===== config.mk =====
export PLATFORM = sky130hd
export DESIGN_NAME = wrj_top
export DESIGN_NICKNAME = d
export VERILOG_FILES = /design/src/rtl/wrj_pkg.sv /design/src/rtl/wrj_fifo.sv /design/src/rtl/wrj_lane_calc.sv /design/src/rtl/wrj_deshift.sv /design/src/rtl/wrj_top.sv
export SDC_FILE = /design/constraint.sdc
export NUM_CORES = 1
export LEC_CHECK = 0
export ABC_AREA = 1
export BUFFER_PORTS_ARGS = -buffer_cell sky130_fd_sc_hd__buf_4
export CORE_ASPECT_RATIO = 1.5
export CORE_MARGIN = 2
export CORE_UTILIZATION = 58
export DETAILED_ROUTE_END_ITERATION = 7
export PLACE_DENSITY_LB_ADDON = 0.25
export SYNTH_ARGS = -nofsm -noshare
export SYNTH_HDL_FRONTEND = slang
export SYNTH_SLANG_ARGS = --single-unit

===== constraint.sdc =====
create_clock -name clk -period 4.7 [get_ports clk]
set_input_delay 0.705 -clock clk [delete_from_list [all_inputs] [get_ports clk]]
set_output_delay 0.705 -clock clk [all_outputs]
set_load 0.02 [all_outputs]

===== src/rtl/wrj_pkg.sv =====
package wrj_pkg;
    typedef enum logic [1:0] {
        BT_FIXED = 2'd0,
        BT_INCR  = 2'd1,
        BT_WRAP  = 2'd2,
        BT_RSVD  = 2'd3
    } burst_e;

    typedef enum logic [1:0] {
        ST_IDLE   = 2'd0,
        ST_STREAM = 2'd1,
        ST_RESP   = 2'd2
    } join_st_e;
endpackage


===== src/rtl/wrj_fifo.sv =====
module wrj_fifo #(
    parameter int W     = 8,
    parameter int DEPTH = 4
) (
    input  logic         clk,
    input  logic         rst_n,
    input  logic         push,
    input  logic [W-1:0] din,
    input  logic         pop,
    output logic [W-1:0] dout,
    output logic         full,
    output logic         empty
);
    localparam int PW = (DEPTH > 1) ? $clog2(DEPTH) : 1;

    logic [W-1:0] mem [DEPTH];
    logic [PW:0]  wp_q, rp_q;

    assign empty = (wp_q == rp_q);
    assign full  = (wp_q[PW] != rp_q[PW]) && (wp_q[PW-1:0] == rp_q[PW-1:0]);
    assign dout  = mem[rp_q[PW-1:0]];

    always_ff @(posedge clk or negedge rst_n) begin
        if (!rst_n) begin
            wp_q <= '0;
            rp_q <= '0;
        end else begin
            if (push && !full) wp_q <= wp_q + 1'b1;
            if (pop && !empty) rp_q <= rp_q + 1'b1;
        end
    end

    always_ff @(posedge clk) begin
        if (push && !full) mem[wp_q[PW-1:0]] <= din;
    end
endmodule


===== src/rtl/wrj_lane_calc.sv =====
module wrj_lane_calc #(
    parameter int ADDR_W = 16,
    parameter int LEN_W  = 8
) (
    input  logic [ADDR_W-1:0] start,
    input  logic [LEN_W-1:0]  len,
    input  logic [2:0]        size,
    input  wrj_pkg::burst_e   burst,
    input  logic [LEN_W-1:0]  idx,
    output logic [ADDR_W-1:0] beat_addr
);
    import wrj_pkg::*;

    logic [ADDR_W-1:0] step, lo_mask, aligned, linear;
    logic [ADDR_W-1:0] span, span_mask, win_base, wrapped;

    always_comb begin
        step      = {{(ADDR_W-1){1'b0}}, 1'b1} << size;
        lo_mask   = step - 1'b1;
        aligned   = start & ~lo_mask;
        linear    = aligned + (ADDR_W'(idx) << size);
        span      = (ADDR_W'(len) + 1'b1) << size;
        span_mask = span - 1'b1;
        win_base  = aligned & ~span_mask;
        wrapped   = win_base | (linear & span_mask);
        unique case (burst)
            BT_FIXED: beat_addr = start;
            BT_WRAP:  beat_addr = (idx == '0) ? start : wrapped;
            default:  beat_addr = (idx == '0) ? start : linear;
        endcase
    end
endmodule


===== src/rtl/wrj_deshift.sv =====
module wrj_deshift #(
    parameter int DATA_W = 32,
    parameter int STRB_W = DATA_W / 8,
    parameter int OFF_W  = 2
) (
    input  logic              en,
    input  logic [OFF_W-1:0]  off,
    input  logic [DATA_W-1:0] data_in,
    input  logic [STRB_W-1:0] strb_in,
    output logic [DATA_W-1:0] data_out,
    output logic [STRB_W-1:0] strb_out
);
    generate
        if (STRB_W > 1) begin : g_rotate
            always_comb begin
                if (en) begin
                    data_out = data_in >> {off, 3'b000};
                    strb_out = strb_in >> off;
                end else begin
                    data_out = data_in;
                    strb_out = strb_in;
                end
            end
        end else begin : g_pass
            logic unused_sel;
            assign unused_sel = en ^ (^off);
            assign data_out   = data_in;
            assign strb_out   = strb_in;
        end
    endgenerate
endmodule


===== src/rtl/wrj_top.sv =====
module wrj_top #(
    parameter int ADDR_W    = 16,
    parameter int DATA_W    = 32,
    parameter int LEN_W     = 8,
    parameter int AWQ_DEPTH = 4,
    parameter int WQ_DEPTH  = 8
) (
    input  logic                  clk,
    input  logic                  rst_n,
    input  logic                  wake,
    input  logic                  steer_en,
    input  logic                  aw_valid,
    output logic                  aw_ready,
    input  logic [ADDR_W-1:0]     aw_addr,
    input  logic [LEN_W-1:0]      aw_len,
    input  logic [2:0]            aw_size,
    input  logic [1:0]            aw_burst,
    input  logic                  w_valid,
    output logic                  w_ready,
    input  logic [DATA_W-1:0]     w_data,
    input  logic [DATA_W/8-1:0]   w_strb,
    output logic                  out_valid,
    input  logic                  out_ready,
    output logic [ADDR_W-1:0]     out_addr,
    output logic [DATA_W-1:0]     out_data,
    output logic [DATA_W/8-1:0]   out_strb,
    output logic                  out_last,
    output logic                  rsp_push
);
    import wrj_pkg::*;

    localparam int STRB_W  = DATA_W / 8;
    localparam int OFF_W   = (STRB_W > 1) ? $clog2(STRB_W) : 1;
    localparam int AWREC_W = ADDR_W + LEN_W + 3 + 2;
    localparam int WREC_W  = DATA_W + STRB_W;

    // queue side
    logic               aw_full, aw_empty, aw_pop;
    logic               w_full, w_empty, w_pop;
    logic [AWREC_W-1:0] aw_head;
    logic [WREC_W-1:0]  w_head;

    assign aw_ready = rst_n && wake && !aw_full;
    assign w_ready  = rst_n && wake && !w_full;

    wrj_fifo #(.W(AWREC_W), .DEPTH(AWQ_DEPTH)) u_awq (
        .clk   (clk),
        .rst_n (rst_n),
        .push  (aw_valid && aw_ready),
        .din   ({aw_addr, aw_len, aw_size, aw_burst}),
        .pop   (aw_pop),
        .dout  (aw_head),
        .full  (aw_full),
        .empty (aw_empty)
    );

    wrj_fifo #(.W(WREC_W), .DEPTH(WQ_DEPTH)) u_wq (
        .clk   (clk),
        .rst_n (rst_n),
        .push  (w_valid && w_ready),
        .din   ({w_data, w_strb}),
        .pop   (w_pop),
        .dout  (w_head),
        .full  (w_full),
        .empty (w_empty)
    );

    // current burst context
    join_st_e          state_q, state_d;
    logic [ADDR_W-1:0] cur_addr_q;
    logic [LEN_W-1:0]  cur_len_q, beat_q;
    logic [2:0]        cur_size_q;
    burst_e            cur_burst_q;
    logic              cur_steer_q;
    logic              final_beat, fire;

    assign final_beat = (beat_q == cur_len_q);

    // state register
    always_ff @(posedge clk or negedge rst_n) begin
        if (!rst_n) state_q <= ST_IDLE;
        else        state_q <= state_d;
    end

    // next state
    always_comb begin
        state_d = state_q;
        unique case (state_q)
            ST_IDLE:   if (!aw_empty) state_d = ST_STREAM;
            ST_STREAM: if (fire && final_beat) state_d = ST_RESP;
            ST_RESP:   state_d = ST_IDLE;
            default:   state_d = ST_IDLE;
        endcase
    end

    // state outputs
    always_comb begin
        aw_pop    = 1'b0;
        out_valid = 1'b0;
        out_last  = 1'b0;
        rsp_push  = 1'b0;
        unique case (state_q)
            ST_IDLE:   aw_pop = !aw_empty;
            ST_STREAM: begin
                out_valid = !w_empty;
                out_last  = final_beat;
            end
            ST_RESP:   rsp_push = 1'b1;
            default:   ;
        endcase
    end

    assign fire  = out_valid && out_ready;
    assign w_pop = fire;

    // burst context and beat counter
    always_ff @(posedge clk or negedge rst_n) begin
        if (!rst_n) begin
            cur_addr_q  <= '0;
            cur_len_q   <= '0;
            cur_size_q  <= '0;
            cur_burst_q <= BT_INCR;
            cur_steer_q <= 1'b0;
            beat_q      <= '0;
        end else if (aw_pop) begin
            {cur_addr_q, cur_len_q, cur_size_q} <= aw_head[AWREC_W-1:2];
            cur_burst_q <= burst_e'(aw_head[1:0]);
            cur_steer_q <= steer_en;
            beat_q      <= '0;
        end else if (fire) begin
            beat_q <= beat_q + 1'b1;
        end
    end

    // lane address and de-shift
    wrj_lane_calc #(.ADDR_W(ADDR_W), .LEN_W(LEN_W)) u_calc (
        .start     (cur_addr_q),
        .len       (cur_len_q),
        .size      (cur_size_q),
        .burst     (cur_burst_q),
        .idx       (beat_q),
        .beat_addr (out_addr)
    );

    wrj_deshift #(.DATA_W(DATA_W), .STRB_W(STRB_W), .OFF_W(OFF_W)) u_shift (
        .en       (cur_steer_q),
        .off      (out_addr[OFF_W-1:0]),
        .data_in  (w_head[WREC_W-1:STRB_W]),
        .strb_in  (w_head[STRB_W-1:0]),
        .data_out (out_data),
        .strb_out (out_strb)
    );
endmodule


== Yosys cells after proc, flatten, opt, wreduce, memory -nomap -nowiden ==
Memories as Yosys holds them, arrays and structs flattened. A register that Yosys moved wholly into a read port is not among the register bits.
Cells that the tools add are included.

* Bits in registers: 25
* RAM bits: 404
* Output and inout port bits: 57
* Input bits: 72
* Bits in latches: 0
* Memories kept: 2
* Bits in read-only memories: 0
* Word-level logic and storage cells: 82

{| class="wikitable"
|+ Memory list
! memory !! words !! bits a word !! rd ports !! clocked after Yosys merged registers in !! write ports !! RTL line !! text
|-
| u_wq.mem || 8 || 36 || 1 || 0 || 1 || wrj_fifo.sv:16 || <nowiki>logic [W-1:0] mem [DEPTH];</nowiki>
|-
| u_awq.mem || 4 || 29 || 1 || 1 || 1 || wrj_fifo.sv:16 ||
|}

* Reductions and logical operators: 23
* $lt $le $gt $ge: 0
* Equal/unequal tests: 12
* Bitwise operators: 6
* Add/subtract/negate cells: 9
* Multipliers: 0
* Shift-type cells: 5
* Div/mod/pow operators: 0
* Multiplexer cells: 18

{| class="wikitable"
|+ Operators by type and width
! cell !! number
|-
| 16-bit bitwise AND || 3
|-
| 16-bit 2-to-1 mux || 2
|-
| 32-bit 2-to-1 mux || 1
|-
| 16-bit NOT || 2
|-
| 16-bit case mux with 2 select lines || 1
|-
| 32-bit by 5-bit right shift with 32-bit output || 1
|-
| 16-bit by 1-bit subtractor with 16-bit output (second input constant) || 2
|-
| 16-bit adder || 1
|-
| 8-bit 2-to-1 mux || 2
|-
| 16-bit bitwise OR || 1
|-
| 1-bit by 3-bit << shifter with 16-bit output (first input constant) || 1
|-
| 16-bit by 3-bit << shifter with 16-bit output || 1
|-
| 8-bit by 3-bit << shifter with 16-bit output || 1
|-
| 1-bit logical AND || 13
|-
| 8-bit by 1-bit adder with 9-bit output (second input constant) || 1
|-
| 4-bit by 1-bit adder with 4-bit output (second input constant) || 2
|-
| 8-bit by 1-bit adder with 8-bit output (second input constant) || 1
|-
| 8-bit equality test || 1
|-
| 8-bit zero test || 1
|-
| 1-bit 2-to-1 mux || 8
|-
| 3-bit by 1-bit adder with 3-bit output (second input constant) || 2
|-
| 3-bit equality test || 2
|-
| 1-bit zero test || 5
|-
| 2-bit equality test (second input constant) || 2
|-
| other kinds (12) || 16
|}

== Longest topological paths before layout ==
* Depth in word-level cells: 11
* Mapped depth: 25

== Hierarchy ==
Synthesis repeated with hierarchy kept, for this count alone.

* Cells, all modules: 2204
* Area total of the unflattened synthesis: 21857.2 sq um

{| class="wikitable"
|+ By module, submodules not included
! module !! seq. area each (sq um) !! area an instance (sq um) !! cells each !! instances
|-
| wrj_fifo (u_wq) || 8848.5 || 11614.9 || 901 || 1
|-
| wrj_fifo (u_awq) || 3633.5 || 4707.0 || 342 || 1
|-
| wrj_lane_calc || 0.0 || 2733.9 || 528 || 1
|-
| wrj_top || 1002.2 || 1891.8 || 229 || 1
|-
| wrj_deshift || 0.0 || 909.6 || 204 || 1
|}

== Worst setup path before layout ==
No wires, ideal clock.

* Path kind: input to register
* Start point: input port rst_n
* End point: memory u_wq.mem[6][0] in the netlist's numbering (enable)
* Setup time: 0.474 ns
* Arrival: 3.900 ns
* Cell stages on the path: 7
* Path slack: 0.326 ns
* Buffers on the path: 0
* Required time: 4.226 ns
* Cell sequence: nand2_1 > inv_1 > nand2_1 > inv_1 > nand2_1 > or2_2 > nor3_1

* Word-level cells in the longest chain between the ends: 6

{| class="wikitable"
|+ Ends and longest elaborated chain
! element !! RTL line !! text
|-
| start, declared || wrj_top.sv:9 || <nowiki>input logic rst_n,</nowiki>
|-
| 1-bit logical AND (2 in series) || wrj_top.sv:44 || <nowiki>assign w_ready = rst_n && wake && !w_full;</nowiki>
|-
| via w_ready || wrj_top.sv:19 || <nowiki>output logic w_ready,</nowiki>
|-
| 1-bit logical AND || wrj_top.sv:60 || <nowiki>.push (w_valid && w_ready),</nowiki>
|-
| 1-bit logical AND || wrj_fifo.sv:34 || <nowiki>if (push && !full) mem[wp_q[PW-1:0]] <= din;</nowiki>
|-
| 1-bit 2-to-1 mux || wrj_fifo.sv:34 ||
|-
| 1-bit 2-to-1 mux (implied by the code) || wrj_fifo.sv:34 ||
|-
| end, declared || wrj_fifo.sv:16 ||
|}

The timed path passes the listed nets, and every way through them passes these cells.

== Worst setup path after layout ==
* Start point: register cur_size_q[0] (read register of u_awq.mem)
* End point: output port out_addr[15]

* Word-level cells in the longest chain between the ends: 9
* Elaborated cells between the ends (all ways): 15

{| class="wikitable"
|+ Ends and longest elaborated chain
! element !! RTL line !! text
|-
| start, declared || wrj_top.sv:72 || <nowiki>logic [2:0] cur_size_q;</nowiki>
|-
| 1-bit by 3-bit << shifter with 16-bit output || wrj_lane_calc.sv:18 || <nowiki>step = {{(ADDR_W-1){1'b0}}, 1'b1} << size;</nowiki>
|-
| 16-bit by 1-bit subtractor with 16-bit output || wrj_lane_calc.sv:19 || <nowiki>lo_mask = step - 1'b1;</nowiki>
|-
| 16-bit NOT || wrj_lane_calc.sv:20 || <nowiki>aligned = start & ~lo_mask;</nowiki>
|-
| 16-bit bitwise AND || wrj_lane_calc.sv:20 ||
|-
| 16-bit adder || wrj_lane_calc.sv:21 || <nowiki>linear = aligned + (ADDR_W'(idx) << size);</nowiki>
|-
| 16-bit bitwise AND || wrj_lane_calc.sv:25 || <nowiki>wrapped = win_base | (linear & span_mask);</nowiki>
|-
| 16-bit bitwise OR || wrj_lane_calc.sv:25 ||
|-
| 16-bit 2-to-1 mux || wrj_lane_calc.sv:28 || <nowiki>BT_WRAP: beat_addr = (idx == '0) ? start : wrapped;</nowiki>
|-
| 16-bit case mux with 2 select lines (*) || wrj_lane_calc.sv:26 || <nowiki>unique case (burst)</nowiki>
|-
| end, declared || wrj_top.sv:24 || <nowiki>output logic [ADDR_W-1:0] out_addr,</nowiki>
|}

Mark *: on every way between the ends. The rest lies on a longest branch, timed or not.

==> run_results.csv <==
group,metric,value,unit
timing,slew_headroom,28.7,%
timing,setup_ws,0.217,ns
synthesis,syn_inst,1990,
final_layout,syn2layout_area_growth,15.0,%
placement,place_ws,0.502,ns
synthesis,synth_top_cell_area_share,57.1,%
final_layout,layout-drive-gt1-share,16.4,%
synthesis,yosysWarnings,0,
routing,routed_wl,53700,um
routing,drc,0,
power,swShare,44.6,%
routing,avgRoutedWirePerCell,20.5,um
timing,finalSetupViolCount,0,
synthesis,seq_area_frac_synth,63.5,%
synthesis,synth.largest_area_cell,"edfxtp_1",
clocking,cts.sinks,458,
clocking,clockBufferDepth,3,
power,internal_power,0.0103,W
routing,ant_nets,0,
clocking,numCtsBuffers,43,
placement,place_area,22700,um^2
synthesis,syn_area_per_cell,10.7,um^2
final_layout,fin_util,67.9,%
status,run_status,"completed",
global_routing,grt_max_degree,82,
critical_path,startpoint_type,"register",
global_routing,antenna_found_initial,1,
clocking,clkLatencyLatePin,0.55,ns
power,clkPwrFrac,19.2,%
timing,fin_crit,4.48,ns
final_layout,design_area,24400,um^2
routing,drt_iter0_markers,1520,
floorplan,die_h,238,um
run,drv_cap,0,
floorplan,initial_utilization,59.1,%
critical_path,critPathCaptureType,"output pin",
clocking,h-tree-depth,2,
floorplan,io_pins,129,
routing,vias,15500,
synthesis,yosys-top-cells-count,"edfxtp_1 (404), nor2_1 (341), nand2_1 (290)",
clocking,clk_pin_slew,0.07,ns
critical_path,critPathKind,"register to output pin",
synthesis,synthFlopType,"edfxtp_1",
synthesis,synth_edf_count,404,
clocking,tritoncts,"done",
synthesis,synth_nets,2091,
floorplan,coreArea,35900,um^2
critical_path,critPathArrivalTime,3.78,ns
final_layout,fill_cells,2698,
timing,max_freq,0.223,GHz
global_routing,grt_pass1_vias,15300,
floorplan,die_w,160,um
placement,port_buffers,128,
synthesis,async_flop_share,11.8,%
global_routing,grt_pass1_wl,82900,um
floorplan,dieArea,38200,um^2
global_routing,grt_usage,28.0,%
timing,period_share,95.4,%
timing,worstMarginPinSlew,1.07,ns
critical_path,cp-startpoint,"cur_size_q[0]$_DFFE_PN0P_",
floorplan,rows,85,
synthesis,yosysUniqueCellTypes,52,
final_layout,seq_area,13500,um^2
min_path,hold_class,"primary input to asynchronous set/reset pin",
synthesis,ys_ff_latch,458,
clocking,cts_root_buf,"clkbuf_16",
placement,dp.cells,2529,
critical_path,timing.rr.start,"u_wq.rp_q[1]$_DFFE_PN0P_",
timing,fin_hold_ws,0.302,ns
final_layout,multi_input_area,7000,um^2
power,p_leak,9.14,nW
power,power_frac_comb,52.7,%
timing,clock_skew,0.0156,ns
final_layout,fin_nets,2204,
power,switching_power,0.00832,W
placement,gp_congestion,0.979,
routing,drt_first_pass_iters,6,
power,seqPwrFrac,28.1,%
timing,final_hold_viol_count,0,
power,cellPowerDensity,764,nW/um^2
routing,viasPerCell,5.93,
global_routing,overflow,0,
placement,dp_hpwl,34800,um
synthesis,syn_area,21200,um^2
synthesis,synth.most_common_cell,"edfxtp_1",
critical_path,cp_max_fo,33,
timing,drv_slew,0,
final_layout,stdcell_count,2616,
synthesis,synthTopCellsByArea,"edfxtp_1 (57%), dfrtp_1 (6.2%), nor2_1 (6.0%)",
power,ir_worst_vdd,0.00129,V
critical_path,required,3.99,ns
## worst max-delay path: stages, from the launching register on
cell	delay, ns
dfrtp_2	0.44
buf_12	0.17
nand3_1	0.10
ha_2	0.19
inv_1	0.05
nor2_2	0.12
inv_2	0.07
nor2_4	0.15
inv_1	0.07
nand2_1	0.08
inv_1	0.05
ha_1	0.30
inv_1	0.07
nor4_1	0.52
a21oi_2	0.12
xnor2_1	0.21
o21ai_1	0.08
a22oi_1	0.18
nand2_1	0.08
buf_4	0.16
## power by group through the flow
stage	Clock [W]	Sequential, W	Combinational [W]
after floorplan	0	0.00508	0.00647
after global placement	0	0.00529	0.00936
after detailed placement	0	0.00530	0.00950
after CTS	0.00363	0.00522	0.00959
after global routing	0.00377	0.00528	0.0107
final	0.00358	0.00524	0.00982
## cell families after synthesis
logic type	Yosys count	share of synthesized area, %
compound gates	450	12.9
xor+xnor	35	1.44
fa+ha+maj	29	1.74
buf+inv	229	4.34
flops	458	63.5
mux	21	0.996
simple gates	768	15.1
## metrics by stage
step	total power (W)	TNS, ns
CTS	0.0184	-0.0101
detailed placement	0.0148	0
finish	0.0186	0
floorplan	0.0115	0
global placement	0.0147	0
global route	0.0198	-0.00909
## layout by cell type (no fill, tap or decap), drive strengths merged, types with 3 or more instances in the layout
master and n:
edfxtp 404, nor2 349, nand2 308, o21ai 245, buf 179, inv 118
nand3 83, o32ai 56, dfrtp 53, clkbuf 51, a21oi 41, o22ai 40
ha 28, xor2 27, mux2i 20, o221ai 19, clkinv 19, a31oi 14
a22oi 13, nand4 10, xnor2 8, a31o 8, bufinv 7, nor3 7
o21bai 6, nor4 3, or2 3
## worst paths after layout
kind                                              end  cells after the start  slack, ns
max                                      out_addr[15]                     19       0.22
min                         cur_addr_q[8]$_DFFE_PN0P_                      2       0.30
max reg2reg                 u_wq.mem[3][27]$_DFFE_PP_                     10       1.36
max in group asynchronous    u_wq.rp_q[0]$_DFFE_PN0P_                      2       3.82
min reg2reg                  u_wq.wp_q[3]$_DFFE_PN0P_                      1       0.48
min in group clk           u_awq.mem[3][19]$_DFFE_PP_                      1       0.36
## state kept, by name, summed over array words and instances (netlist names), 4 cells and up
register / flops
beat_q: 8
cur_addr_q: 16
cur_len_q: 8
u_awq.mem: 116
u_wq.mem: 288
u_wq.rp_q: 4
u_wq.wp_q: 4
## timing repair
item	4_1_cts	5_1_grt
setup endpoints to repair	10	36
setup buffers	1	5
pin swaps	0	12
resized for setup	4	39
cloned	0	1
hold buffers	0	0
## cell type report
class | count | area share (%)
antenna | 1 | 0.0102
tap | 478 | 2.45
sequential | 458 | 55.3
multi-input combinational | 1303 | 28.7
timing repair inverter | 1 | 0.0205
inverter | 117 | 1.88
clock inverter | 28 | 1.42
clock buffer | 51 | 4.61
timing repair buffer | 179 | 5.67
## layer usage
| layer | global-route usage (%) | vias up | wire, um |
|---|---|---|---|
| met5 | 0 | - | 0 |
| met4 | 15.8 | 0 | 2940 |
| met3 | 3.74 | 150 | 3010 |
| met2 | 49.6 | 594 | 27700 |
| met1 | 33.0 | 7464 | 20000 |
| li1 | - | 7301 | - |
No activity file was read; power rests on OpenSTA's default activity.
